### src/rtl/dac_cal_pkg.sv
package dac_cal_pkg;
  typedef enum logic [2:0] {
    SEL_X1  = 3'd0,
    SEL_M   = 3'd1,
    SEL_C   = 3'd2,
    SEL_X2  = 3'd3,
    SEL_OFS = 3'd4
  } sel_e;

  localparam logic [15:0] M_RST   = 16'hFFFF;
  localparam logic [15:0] C_RST   = 16'h8000;
  localparam logic [15:0] OFS_RST = 16'hA492;
endpackage

### src/rtl/dac_cal_math.sv
module dac_cal_math #(
  parameter int DW = 16
) (
  input  logic [DW-1:0] x1_i,
  input  logic [DW-1:0] m_i,
  input  logic [DW-1:0] c_i,
  output logic [DW-1:0] x2_o
);
  logic [DW:0]            gain;
  logic [2*DW:0]          prod;
  logic [DW:0]            scaled;
  logic signed [DW+2:0]   sum;

  assign gain   = {1'b0, m_i} + {{DW{1'b0}}, 1'b1};
  assign prod   = (2*DW+1)'(gain) * (2*DW+1)'(x1_i);
  assign scaled = prod[2*DW:DW];  // truncating shift
  assign sum    = signed'({2'b00, scaled}) + signed'({3'b000, c_i})
                - signed'((DW+3)'(1 << (DW-1)));

  always_comb begin
    if (sum[DW+2])                 x2_o = '0;
    else if (sum[DW+1:DW] != 2'b0) x2_o = '1;
    else                           x2_o = sum[DW-1:0];
  end


  always_comb begin
    if (m_i == '1 && c_i == DW'(1 << (DW-1)))
      unity_pass_chk: assert (x2_o == x1_i);
  end
endmodule

### src/rtl/dac_cal_level.sv
module dac_cal_level
  import dac_cal_pkg::*;
#(
  parameter int DW = 16
) (
  input  logic          clk_i,
  input  logic          rst_ni,
  input  logic          wr_x1_i,
  input  logic          wr_m_i,
  input  logic          wr_c_i,
  input  logic          upd_i,
  input  logic [DW-1:0] d_i,
  input  logic [DW-1:0] x2_i,
  output logic [DW-1:0] x1_o,
  output logic [DW-1:0] m_o,
  output logic [DW-1:0] c_o,
  output logic [DW-1:0] x2_o
);
  logic [DW-1:0] x1_q, m_q, c_q, x2_q;

  always_ff @(posedge clk_i or negedge rst_ni) begin
    if (!rst_ni) begin
      x1_q <= '0;
      m_q  <= DW'(M_RST);
      c_q  <= DW'(C_RST);
      x2_q <= '0;
    end else begin
      if (wr_x1_i) x1_q <= d_i;
      if (wr_m_i)  m_q  <= {d_i[DW-1:1], 1'b1};
      if (wr_c_i)  c_q  <= d_i;
      if (upd_i)   x2_q <= x2_i;
    end
  end

  assign x1_o = x1_q;
  assign m_o  = m_q;
  assign c_o  = c_q;
  assign x2_o = x2_q;


  level_hold_chk: assert property (@(posedge clk_i) disable iff (!rst_ni)
    !(wr_x1_i || wr_m_i || wr_c_i) |=> $stable(x1_q) && $stable(m_q) && $stable(c_q));


  x2_hold_chk: assert property (@(posedge clk_i) disable iff (!rst_ni)
    !upd_i |=> $stable(x2_q));
endmodule

### src/rtl/dac_cal_bank.sv
module dac_cal_bank
  import dac_cal_pkg::*;
#(
  parameter int CH_N  = 4,
  parameter int LVL_N = 5,
  parameter int DW    = 16,
  parameter int IDX_W = 3
) (
  input  logic             clk_i,
  input  logic             rst_ni,
  input  logic             wr_en_i,
  input  logic [IDX_W-1:0] wr_ch_i,
  input  logic [IDX_W-1:0] wr_lvl_i,
  input  logic [2:0]       wr_sel_i,
  input  logic [DW-1:0]    wr_data_i,
  input  logic [IDX_W-1:0] rd_ch_i,
  input  logic [IDX_W-1:0] rd_lvl_i,
  input  logic [2:0]       rd_sel_i,
  output logic [DW-1:0]    rd_data_o,
  output logic             x2_vld_o,
  output logic [IDX_W-1:0] x2_ch_o,
  output logic [IDX_W-1:0] x2_lvl_o,
  output logic [DW-1:0]    x2_o,
  output logic             err_o
);
  localparam int LEV_N = CH_N * LVL_N;
  localparam int LEV_W = $clog2(LEV_N);
  localparam int FL_W  = 2 * IDX_W;
  localparam logic [IDX_W-1:0] CH_LIM  = IDX_W'(CH_N);
  localparam logic [IDX_W-1:0] LVL_LIM = IDX_W'(LVL_N);

  logic [DW-1:0] x1_a [LEV_N];
  logic [DW-1:0] m_a  [LEV_N];
  logic [DW-1:0] c_a  [LEV_N];
  logic [DW-1:0] x2_a [LEV_N];

  logic            wr_ok, wr_lvl_sel, upd;
  logic [FL_W-1:0] wr_flat, rd_flat;
  logic [LEV_W-1:0] wr_idx, rd_idx;
  logic            rd_ok;
  logic [DW-1:0]   x1_n, m_n, c_n, x2_n;

  assign wr_ok      = (wr_ch_i < CH_LIM) && (wr_lvl_i < LVL_LIM);
  assign wr_lvl_sel = (wr_sel_i == SEL_X1) || (wr_sel_i == SEL_M)
                   || (wr_sel_i == SEL_C)  || (wr_sel_i == SEL_X2);
  assign upd        = wr_en_i && wr_ok && wr_lvl_sel && (wr_sel_i != SEL_X2);
  assign wr_flat    = FL_W'(wr_ch_i) * FL_W'(LVL_N) + FL_W'(wr_lvl_i);
  assign wr_idx     = wr_flat[LEV_W-1:0];

  // new value substituted so X2 tracks the write in the same edge
  assign x1_n = (wr_sel_i == SEL_X1) ? wr_data_i : x1_a[wr_idx];
  assign m_n  = (wr_sel_i == SEL_M)  ? {wr_data_i[DW-1:1], 1'b1} : m_a[wr_idx];
  assign c_n  = (wr_sel_i == SEL_C)  ? wr_data_i : c_a[wr_idx];

  dac_cal_math #(.DW(DW)) u_math (
    .x1_i(x1_n), .m_i(m_n), .c_i(c_n), .x2_o(x2_n)
  );

  for (genvar i = 0; i < LEV_N; i++) begin : g_lvl
    logic hit;
    assign hit = upd && (wr_idx == LEV_W'(i));
    dac_cal_level #(.DW(DW)) u_lvl (
      .clk_i   (clk_i),
      .rst_ni  (rst_ni),
      .wr_x1_i (hit && (wr_sel_i == SEL_X1)),
      .wr_m_i  (hit && (wr_sel_i == SEL_M)),
      .wr_c_i  (hit && (wr_sel_i == SEL_C)),
      .upd_i   (hit),
      .d_i     (wr_data_i),
      .x2_i    (x2_n),
      .x1_o    (x1_a[i]),
      .m_o     (m_a[i]),
      .c_o     (c_a[i]),
      .x2_o    (x2_a[i])
    );
  end

  logic [DW-1:0] ofs_q;

  always_ff @(posedge clk_i or negedge rst_ni) begin
    if (!rst_ni) begin
      ofs_q    <= DW'(OFS_RST);
      x2_vld_o <= 1'b0;
      x2_ch_o  <= '0;
      x2_lvl_o <= '0;
      x2_o     <= '0;
      err_o    <= 1'b0;
    end else begin
      x2_vld_o <= upd;
      err_o    <= wr_en_i && wr_lvl_sel && !wr_ok;
      if (wr_en_i && wr_sel_i == SEL_OFS) ofs_q <= wr_data_i;
      if (upd) begin
        x2_ch_o  <= wr_ch_i;
        x2_lvl_o <= wr_lvl_i;
        x2_o     <= x2_n;
      end
    end
  end

  assign rd_ok   = (rd_ch_i < CH_LIM) && (rd_lvl_i < LVL_LIM);
  assign rd_flat = FL_W'(rd_ch_i) * FL_W'(LVL_N) + FL_W'(rd_lvl_i);
  assign rd_idx  = rd_flat[LEV_W-1:0];

  always_comb begin
    rd_data_o = '0;
    if (rd_sel_i == SEL_OFS) rd_data_o = ofs_q;
    else if (rd_ok) begin
      case (rd_sel_i)
        SEL_X1:  rd_data_o = x1_a[rd_idx];
        SEL_M:   rd_data_o = m_a[rd_idx];
        SEL_C:   rd_data_o = c_a[rd_idx];
        SEL_X2:  rd_data_o = x2_a[rd_idx];
        default: rd_data_o = '0;
      endcase
    end
  end


  vld_after_wr_chk: assert property (@(posedge clk_i) disable iff (!rst_ni)
    $rose(x2_vld_o) |-> $past(wr_en_i));


  vld_idx_range_chk: assert property (@(posedge clk_i) disable iff (!rst_ni)
    x2_vld_o |-> (x2_ch_o < CH_LIM) && (x2_lvl_o < LVL_LIM));


  bad_idx_no_vld_chk: assert property (@(posedge clk_i) disable iff (!rst_ni)
    err_o |-> !x2_vld_o);


  err_after_wr_chk: assert property (@(posedge clk_i) disable iff (!rst_ni)
    $rose(err_o) |-> $past(wr_en_i));
endmodule

### config.mk
export PLATFORM = sky130hd
export DESIGN_NAME = dac_cal_bank
export DESIGN_NICKNAME = d
export VERILOG_FILES = /design/src/rtl/dac_cal_pkg.sv /design/src/rtl/dac_cal_math.sv /design/src/rtl/dac_cal_level.sv /design/src/rtl/dac_cal_bank.sv
export SDC_FILE = /design/constraint.sdc
export NUM_CORES = 2
export LEC_CHECK = 0
export BUFFER_PORTS_ARGS = -buffer_cell sky130_fd_sc_hd__buf_2
export CORE_ASPECT_RATIO = 1.75
export CORE_MARGIN = 2
export CORE_UTILIZATION = 60
export CTS_CLUSTER_DIAMETER = 80
export CTS_CLUSTER_SIZE = 24
export DETAILED_ROUTE_END_ITERATION = 7
export PLACE_DENSITY = 0.76
export SYNTH_ARGS = -nofsm -noshare
export SYNTH_HDL_FRONTEND = slang
export SYNTH_SLANG_ARGS = --single-unit
### constraint.sdc
create_clock -name clk_i -period 18.72 [get_ports clk_i]
set_input_delay 0.936 -clock clk_i [delete_from_list [all_inputs] [get_ports clk_i]]
set_output_delay 0.936 -clock clk_i [all_outputs]
set_load 0.03 [all_outputs]
==> Word-level counts from Yosys, hierarchy flattened <==
Cells that the tools add are included.
Widths: inputs -> output; s select.
{ "word_totals": {"ff_bits": 1300, "inputBits": 37} }
{ "classes": {"addsub": 5, "n_mul": 3, "magnitude_cmp": 6, "eq_ne": 28, "n_mux": 29, "bitwise_logic": 2, "n_reduce_logical": 96} }
{ "op_table": {"columns": ["op", "n"], "rows": [
  ["$bmux 16 s5", 7],
  ["$mux 16", 21],
  ["$logic_and 1x1->1", 88],
  ["$pmux 16 s4", 1],
  ["$eq 5x4->1 const B", 8],
  ["$mul 17x16->33", 1],
  ["$eq 5x3->1 const B", 4],
  ["$eq 5x5->1 const B", 4],
  ["$sub 19x17->19 const B", 1],
  ["$add 17x16->18", 1],
  ["$add 16x1->17 const B", 1],
  ["$eq 3x2->1 const B", 4],
  ["$ge 6x6->1 const B", 2],
  ["$lt 3x3->1 const B", 4],
  ["$not 5->6", 2],
  ["$add 5x3->5", 2],
  ["$eq 5x2->1 const B", 2],
  ["$mul 3x3->5 const B", 2],
  ["$eq 3x1->1 const B", 2],
  ["$eq 3x3->1 const B", 2],
  ["$logic_not 3->1", 2],
  ["$eq 5x1->1 const B", 1],
  ["$logic_not 5->1", 1],
  ["$logic_or 1x1->1", 3],
  ["other kinds (3)", 3]
]} }

==> Depth between registers and ports, before layout <==
{ "depth": {"depth_word": 14, "mapped_depth": 59, "mapped_depth_nobuf": 53} }

==> Hierarchy <==
A second synthesis with hierarchy kept.
{ "hier_totals": {"cells_unflattened": 5834, "area_unflattened_um2": 82641.8} }
{ "by_module_without_submodules": {"columns": ["module", "n_inst", "cells_per_inst", "area_per_inst_um2"], "rows": [
  ["dac_cal_level", 20, 136, 2592.5],
  ["dac_cal_bank", 1, 2002, 21023.9],
  ["dac_cal_math", 1, 1112, 9768.1]
]} }

==> Least setup slack after synthesis <==
No wires, ideal clock.
{ "synth_path": {"path_type": "input to register", "from": "input wr_ch_i[0]", "to": "register g_lvl[0].u_lvl.x2_q[13]", "arrival_time_ns": 12.814, "setup_slack_ns": 5.830, "path_stages": 56, "n_path_buf": 8, "path_cell_list": "ha_1 -> ha_1 -> ha_1 -> a21oi_1 -> nand3_1 -> nand2_1 -> buf_2 -> buf_2 -> buf_1 -> nand3_1 -> clkbuf_1 -> ha_1 -> nand2_1 -> nor2_1 -> and2_1 -> buf_4 -> xor2_2 -> buf_4 -> (+20 left out) -> a21o_1 -> a21o_1 -> a31oi_1 -> nor2b_1 -> a211o_1 -> a21oi_1 -> o21bai_1 -> a21oi_1 -> xnor2_1 -> ha_1 -> nand3_1 -> nand2b_1 -> mux2i_1 -> a21oi_1 -> buf_2 -> a31oi_2 -> buf_2 -> o21ai_1"} }
{ "synth_via": {"elab_chain_cells": 14, "elab_cells_between_ends": 29} }
{ "synth_rtl": {"columns": ["element", "line", "rtl"], "rows": [
  ["from (decl)", "dac_cal_bank.sv:12", "input logic [IDX_W-1:0] wr_ch_i,"],
  ["$mul 3x3->5", "dac_cal_bank.sv:47", "assign wr_flat = FL_W'(wr_ch_i) * FL_W'(LVL_N) + FL_W'(wr_lvl_i);"],
  ["$add 5x3->5", "dac_cal_bank.sv:47", null],
  ["$not 5->6 (not written as such)", "dac_cal_bank.sv:51, dac_cal_bank.sv:52, dac_cal_bank.sv:53", null],
  ["$bmux 16 s5", "dac_cal_bank.sv:52", "assign m_n = (wr_sel_i == SEL_M) ? {wr_data_i[DW-1:1], 1'b1} : m_a[wr_idx];"],
  ["$mux 16 (not written as such) (2 in series)", "dac_cal_bank.sv:52", null],
  ["$mux 16", "dac_cal_bank.sv:52", null],
  ["$add 16x1->17", "dac_cal_math.sv:14", "assign gain = {1'b0, m_i} + {{DW{1'b0}}, 1'b1};"],
  ["$mul 17x16->33", "dac_cal_math.sv:15", "assign prod = (2*DW+1)'(gain) * (2*DW+1)'(x1_i);"],
  ["$add 17x16->18", "dac_cal_math.sv:17", "assign sum = signed'({2'b00, scaled}) + signed'({3'b000, c_i})"],
  ["$sub 19x17->19", "dac_cal_math.sv:18", "- signed'((DW+3)'(1 << (DW-1)));"],
  ["$reduce_bool 2->1", "dac_cal_math.sv:22", "else if (sum[DW+1:DW] != 2'b0) x2_o = '1;"],
  ["$mux 16", "dac_cal_math.sv:22", null],
  ["$mux 16", "dac_cal_math.sv:21", "if (sum[DW+2]) x2_o = '0;"],
  ["to (signal assigned)", "dac_cal_level.sv:31", "if (upd_i) x2_q <= x2_i;"],
  ["to (decl)", "dac_cal_level.sv:19", "logic [DW-1:0] x1_q, m_q, c_q, x2_q;"]
]} }
Several ways; a longest one is shown, not always the timed one. The select of a mux whose other input is x is not followed.
A chain may end at the register's enable or synchronous reset.

==> Worst setup path in the final report <==
{ "layout_path": {"from": "input wr_ch_i[0]", "to": "register g_lvl[8].u_lvl.x2_q[10]"} }
{ "layout_via": {"elab_chain_cells": 14, "elab_cells_between_ends": 29} }
{ "layout_rtl": {"columns": ["element", "line"], "rows": [
  ["$mul 3x3->5", "dac_cal_bank.sv:47"],
  ["$add 5x3->5", "dac_cal_bank.sv:47"],
  ["$not 5->6 (not written as such)", "dac_cal_bank.sv:51, dac_cal_bank.sv:52, dac_cal_bank.sv:53"],
  ["$bmux 16 s5", "dac_cal_bank.sv:52"],
  ["$mux 16 (not written as such) (2 in series)", "dac_cal_bank.sv:52"],
  ["$mux 16", "dac_cal_bank.sv:52"],
  ["$add 16x1->17", "dac_cal_math.sv:14"],
  ["$mul 17x16->33", "dac_cal_math.sv:15"],
  ["$add 17x16->18", "dac_cal_math.sv:17"],
  ["$sub 19x17->19", "dac_cal_math.sv:18"],
  ["$reduce_bool 2->1", "dac_cal_math.sv:22"],
  ["$mux 16", "dac_cal_math.sv:22"],
  ["$mux 16", "dac_cal_math.sv:21"],
  ["to (signal assigned)", "dac_cal_level.sv:31"],
  ["to (decl)", "dac_cal_level.sv:19"]
]} }
Several ways; a longest one is shown, not always the timed one. The select of a mux whose other input is x is not followed.

==> impl_metrics.csv <==
group,metric,value,unit
status,status,"completed",
grt,grt_start_max_net_pins,185,
placed_design,dp_hpwl,157,mm
min_path,hold_path_class,"primary input to async pin",
die,io_pins,77,
timing,tightest_slew,1490,ps
grt,antenna_found_initial,19,
logic_synthesis,synth_common_cells,"dfrtp_1 (974), mux2_2 (914), nand2_1 (704)",
worst_setup_path,r2r_start,"g_lvl[4].u_lvl.m_o[3]",
clocking,cts_made_buffers,61,
power_and_ir_drop,seqPwrFrac,53.1,%
logic_synthesis,synthTopCellsByArea,"dfrtp_1 (32%), mux4_2 (19%), mux2_2 (13%), dfstp_2 (11%), fa_1 (5.5%)",
grt,grt_first_pass_wirelength,360,mm
power_and_ir_drop,leakage,35.8,nW
clocking,post_cts_resized,0,
worst_setup_path,cp_max_fo,31,
power_and_ir_drop,netSwitchingFraction,29.8,%
drt,dr.first_iter.drc_count,6209,
timing,clock_skew,50.7,ps
timing,hold_viol,0,
worst_setup_path,cp-end-kind,"flop",
die,die-area,0.131,mm2
logic_synthesis,synth_most_common_cell,"dfrtp_1",
job,max-cap-violations,0,
logic_synthesis,synth-seq-cells,1300,
timing,setup_viol,0,
timing,achievable-frequency,65.3,MHz
timing,relSlewSlack,0.773,%
timing,slew_viol_final,0,
logic_synthesis,synthArstFlopShare,100,%
logic_synthesis,synth_top_area_share,31.6,%
clocking,cts_hold_buf,0,
power_and_ir_drop,power_switching,1.63,mW
worst_setup_path,cp.required,19330,ps
die,num_rows,174,
layout,drive_above_1_share,41.3,%
logic_synthesis,netlist_instances,5837,
worst_setup_path,crit_path_start,"wr_ch_i[0]",
grt,grt_pass1_vias,54100,
layout,post-route-util,63.1,%
logic_synthesis,synth_area_leader_cell,"dfrtp_1",
logic_synthesis,avgSynthCellArea,13.2,um2
layout,syn_to_final_growth,4.77,%
clocking,cts-htree-levels,2,
layout,multi_input_area,0.0411,mm2
clocking,clk_pin_slew,100,ps
worst_setup_path,r2r_setup_slack,5190,ps
power_and_ir_drop,pwr-share-clk,29.2,%
worst_setup_path,r2r_cells,47,
layout,layout.nets,6027,
drt,postRouteWirelength,243,mm
clocking,post_cts_buffers,0,
placed_design,io_buffers,76,
drt,drtPass1Iterations,6,
logic_synthesis,synth_cell_types,81,
timing,rsz0062_at_grt,"false",
worst_setup_path,reg2reg_to,"g_lvl[8].u_lvl.x2_o[10]",
die,coreArea,0.128,mm2
worst_setup_path,crit_path_max_incr_delay,1280,ps
die,die_h,478,um
logic_synthesis,synth_fp_nets,6220,
drt,via_count,52100,
timing,tns,0,ps
clocking,root_buffer,"clkbuf_16",
worst_setup_path,critPathLaunchType,"primary input",
drt,remaining_drc_errors,0,
worst_setup_path,crit_slowest_cell,"fa_4",
timing,period_needed,15310,ps
clocking,tritoncts,"done",
clocking,ctsLongestPathBuffers,3,
grt,grt_overflow,0,
clocking,insertion_delay,780,ps
power_and_ir_drop,p_per_area,67.7,mW/mm2
grt,grt_util_all_layers,37.9,%
power_and_ir_drop,p_int,3.84,mW
logic_synthesis,synthFlopType,"dfrtp_1",
drt,vias_per_cell,7.07,
placed_design,gp_congestion,0.997,
power_and_ir_drop,ir_worst_vdd,0.0918,mV
die,initial_core_util,60.2,%
worst_setup_path,crit_type,"primary input to flop",
die,chipWidth,275,um
layout,fill_cells,9513,
worst_setup_path,crit_arrival,15930,ps
drt,final_antenna_net_count,0,
clocking,cts_sinks,1300,
logic_synthesis,ys_warn_count,0,
timing,fin_crit_sh,81.8,%
layout,seqCellArea,0.0329,mm2
logic_synthesis,ys_seq_area_share,42.8,%
logic_synthesis,synth_edf_count,0,
drt,wl_per_cell,33.0,um
logic_synthesis,syn_area,0.0771,mm2
power_and_ir_drop,p_comb_share,17.7,%
## power by group through the flow
| stage | sequential [mW] | clock (mW) | combinational [mW] |
|---|---|---|---|
| floorplan | 2.95 | 0 | 0.612 |
| global placement | 2.95 | 0 | 0.943 |
| detailed placement | 2.96 | 0 | 0.953 |
| CTS | 2.90 | 1.60 | 0.955 |
| global route | 2.91 | 1.70 | 1.01 |
| finish | 2.90 | 1.59 | 0.968 |
## per-layer routing
layer,wire [um],global-route usage (%),up-vias
li1,-,-,20700
met1,79700,44.6,27100
met2,113000,58.4,3137
met3,25700,10.8,1107
met4,24400,29.9,16
met5,114,0,-
## worst max-delay path by stage
stage / to
3_5_place_dp: g_lvl[0].u_lvl.x2_o[10]
3_3_place_gp: x2_o[10]
2_1_floorplan: g_lvl[0].u_lvl.x2_o[13]
5_1_grt: g_lvl[8].u_lvl.x2_o[10]
4_1_cts: g_lvl[8].u_lvl.x2_o[10]
6_report: g_lvl[8].u_lvl.x2_o[10]
## kinds of logic (layout without fill, tap and decap cells)
family / after synthesis / in the layout / share of synthesized area [%]
adder cells (fa/ha/maj): 346 / 346 / 7.66
AND/OR/NAND/NOR: 1182 / 1182 / 6.81
multiplexers: 1596 / 1596 / 33.0
other: 0 / 8 / 0
flip-flops: 1300 / 1300 / 42.8
AO/OA/AOI/OAI: 595 / 595 / 4.66
buffers and inverters: 765 / 620 / 4.46
XOR/XNOR: 53 / 53 / 0.622
## registers in the layout, summed over array words and instances, names as in the netlist, 3 cells and up
name and flops:
g_lvl.u_lvl.c_o 320, g_lvl.u_lvl.m_o 300, g_lvl.u_lvl.x1_o 320, g_lvl.u_lvl.x2_o 320
ofs_q 16, x2_ch_o 3, x2_lvl_o 3, x2_o 16
## worst max-delay path, delay by kind of cell
kind,cells,cell delay [ps]
AO/OA/AOI/OAI,17,4710
XOR/XNOR,3,1180
adder cells (fa/ha/maj),12,5730
buffers and inverters,7,680
AND/OR/NAND/NOR,12,2610
## final cells by class
cell class	instances	share of cell area (%)
clock inverters	7	0.144
inverters	269	1.25
diodes	8	0.0248
multi-input cells	3772	50.9
flip-flops and latches	1300	40.8
well taps	1672	2.59
clock buffers	104	2.12
repair buffers	240	2.19
## stage by stage
step           worst slack (ps)  hold slack [ps]  cells  power [mW]  cell area (um2)
2_1_floorplan              5830              445   5837        3.56            77100
3_3_place_gp               3180              452   7250        3.89            78900
3_5_place_dp               2840              461   7250        3.91            78900
4_1_cts                    3580              321   7361        5.46            80700
5_1_grt                    2560              339   7366        5.62            80700
6_report                   3410              228   7372        5.47            80700
## layout by cell type (no fill, tap or decap), types with 138 or more instances in the layout
| cell type | netlist | final |
|---|---|---|
| buf_4 | 65 | 153 |
| dfrtp_1 | 974 | 974 |
| dfstp_2 | 326 | 326 |
| fa_1 | 210 | 208 |
| inv_1 | 267 | 267 |
| mux2_2 | 914 | 914 |
| mux4_2 | 647 | 647 |
| nand2_1 | 704 | 698 |
| nor2_1 | 181 | 144 |
| o21ai_0 | 138 | 138 |
| o21ai_1 | 215 | 215 |
Power figures use the tool's default switching activity.
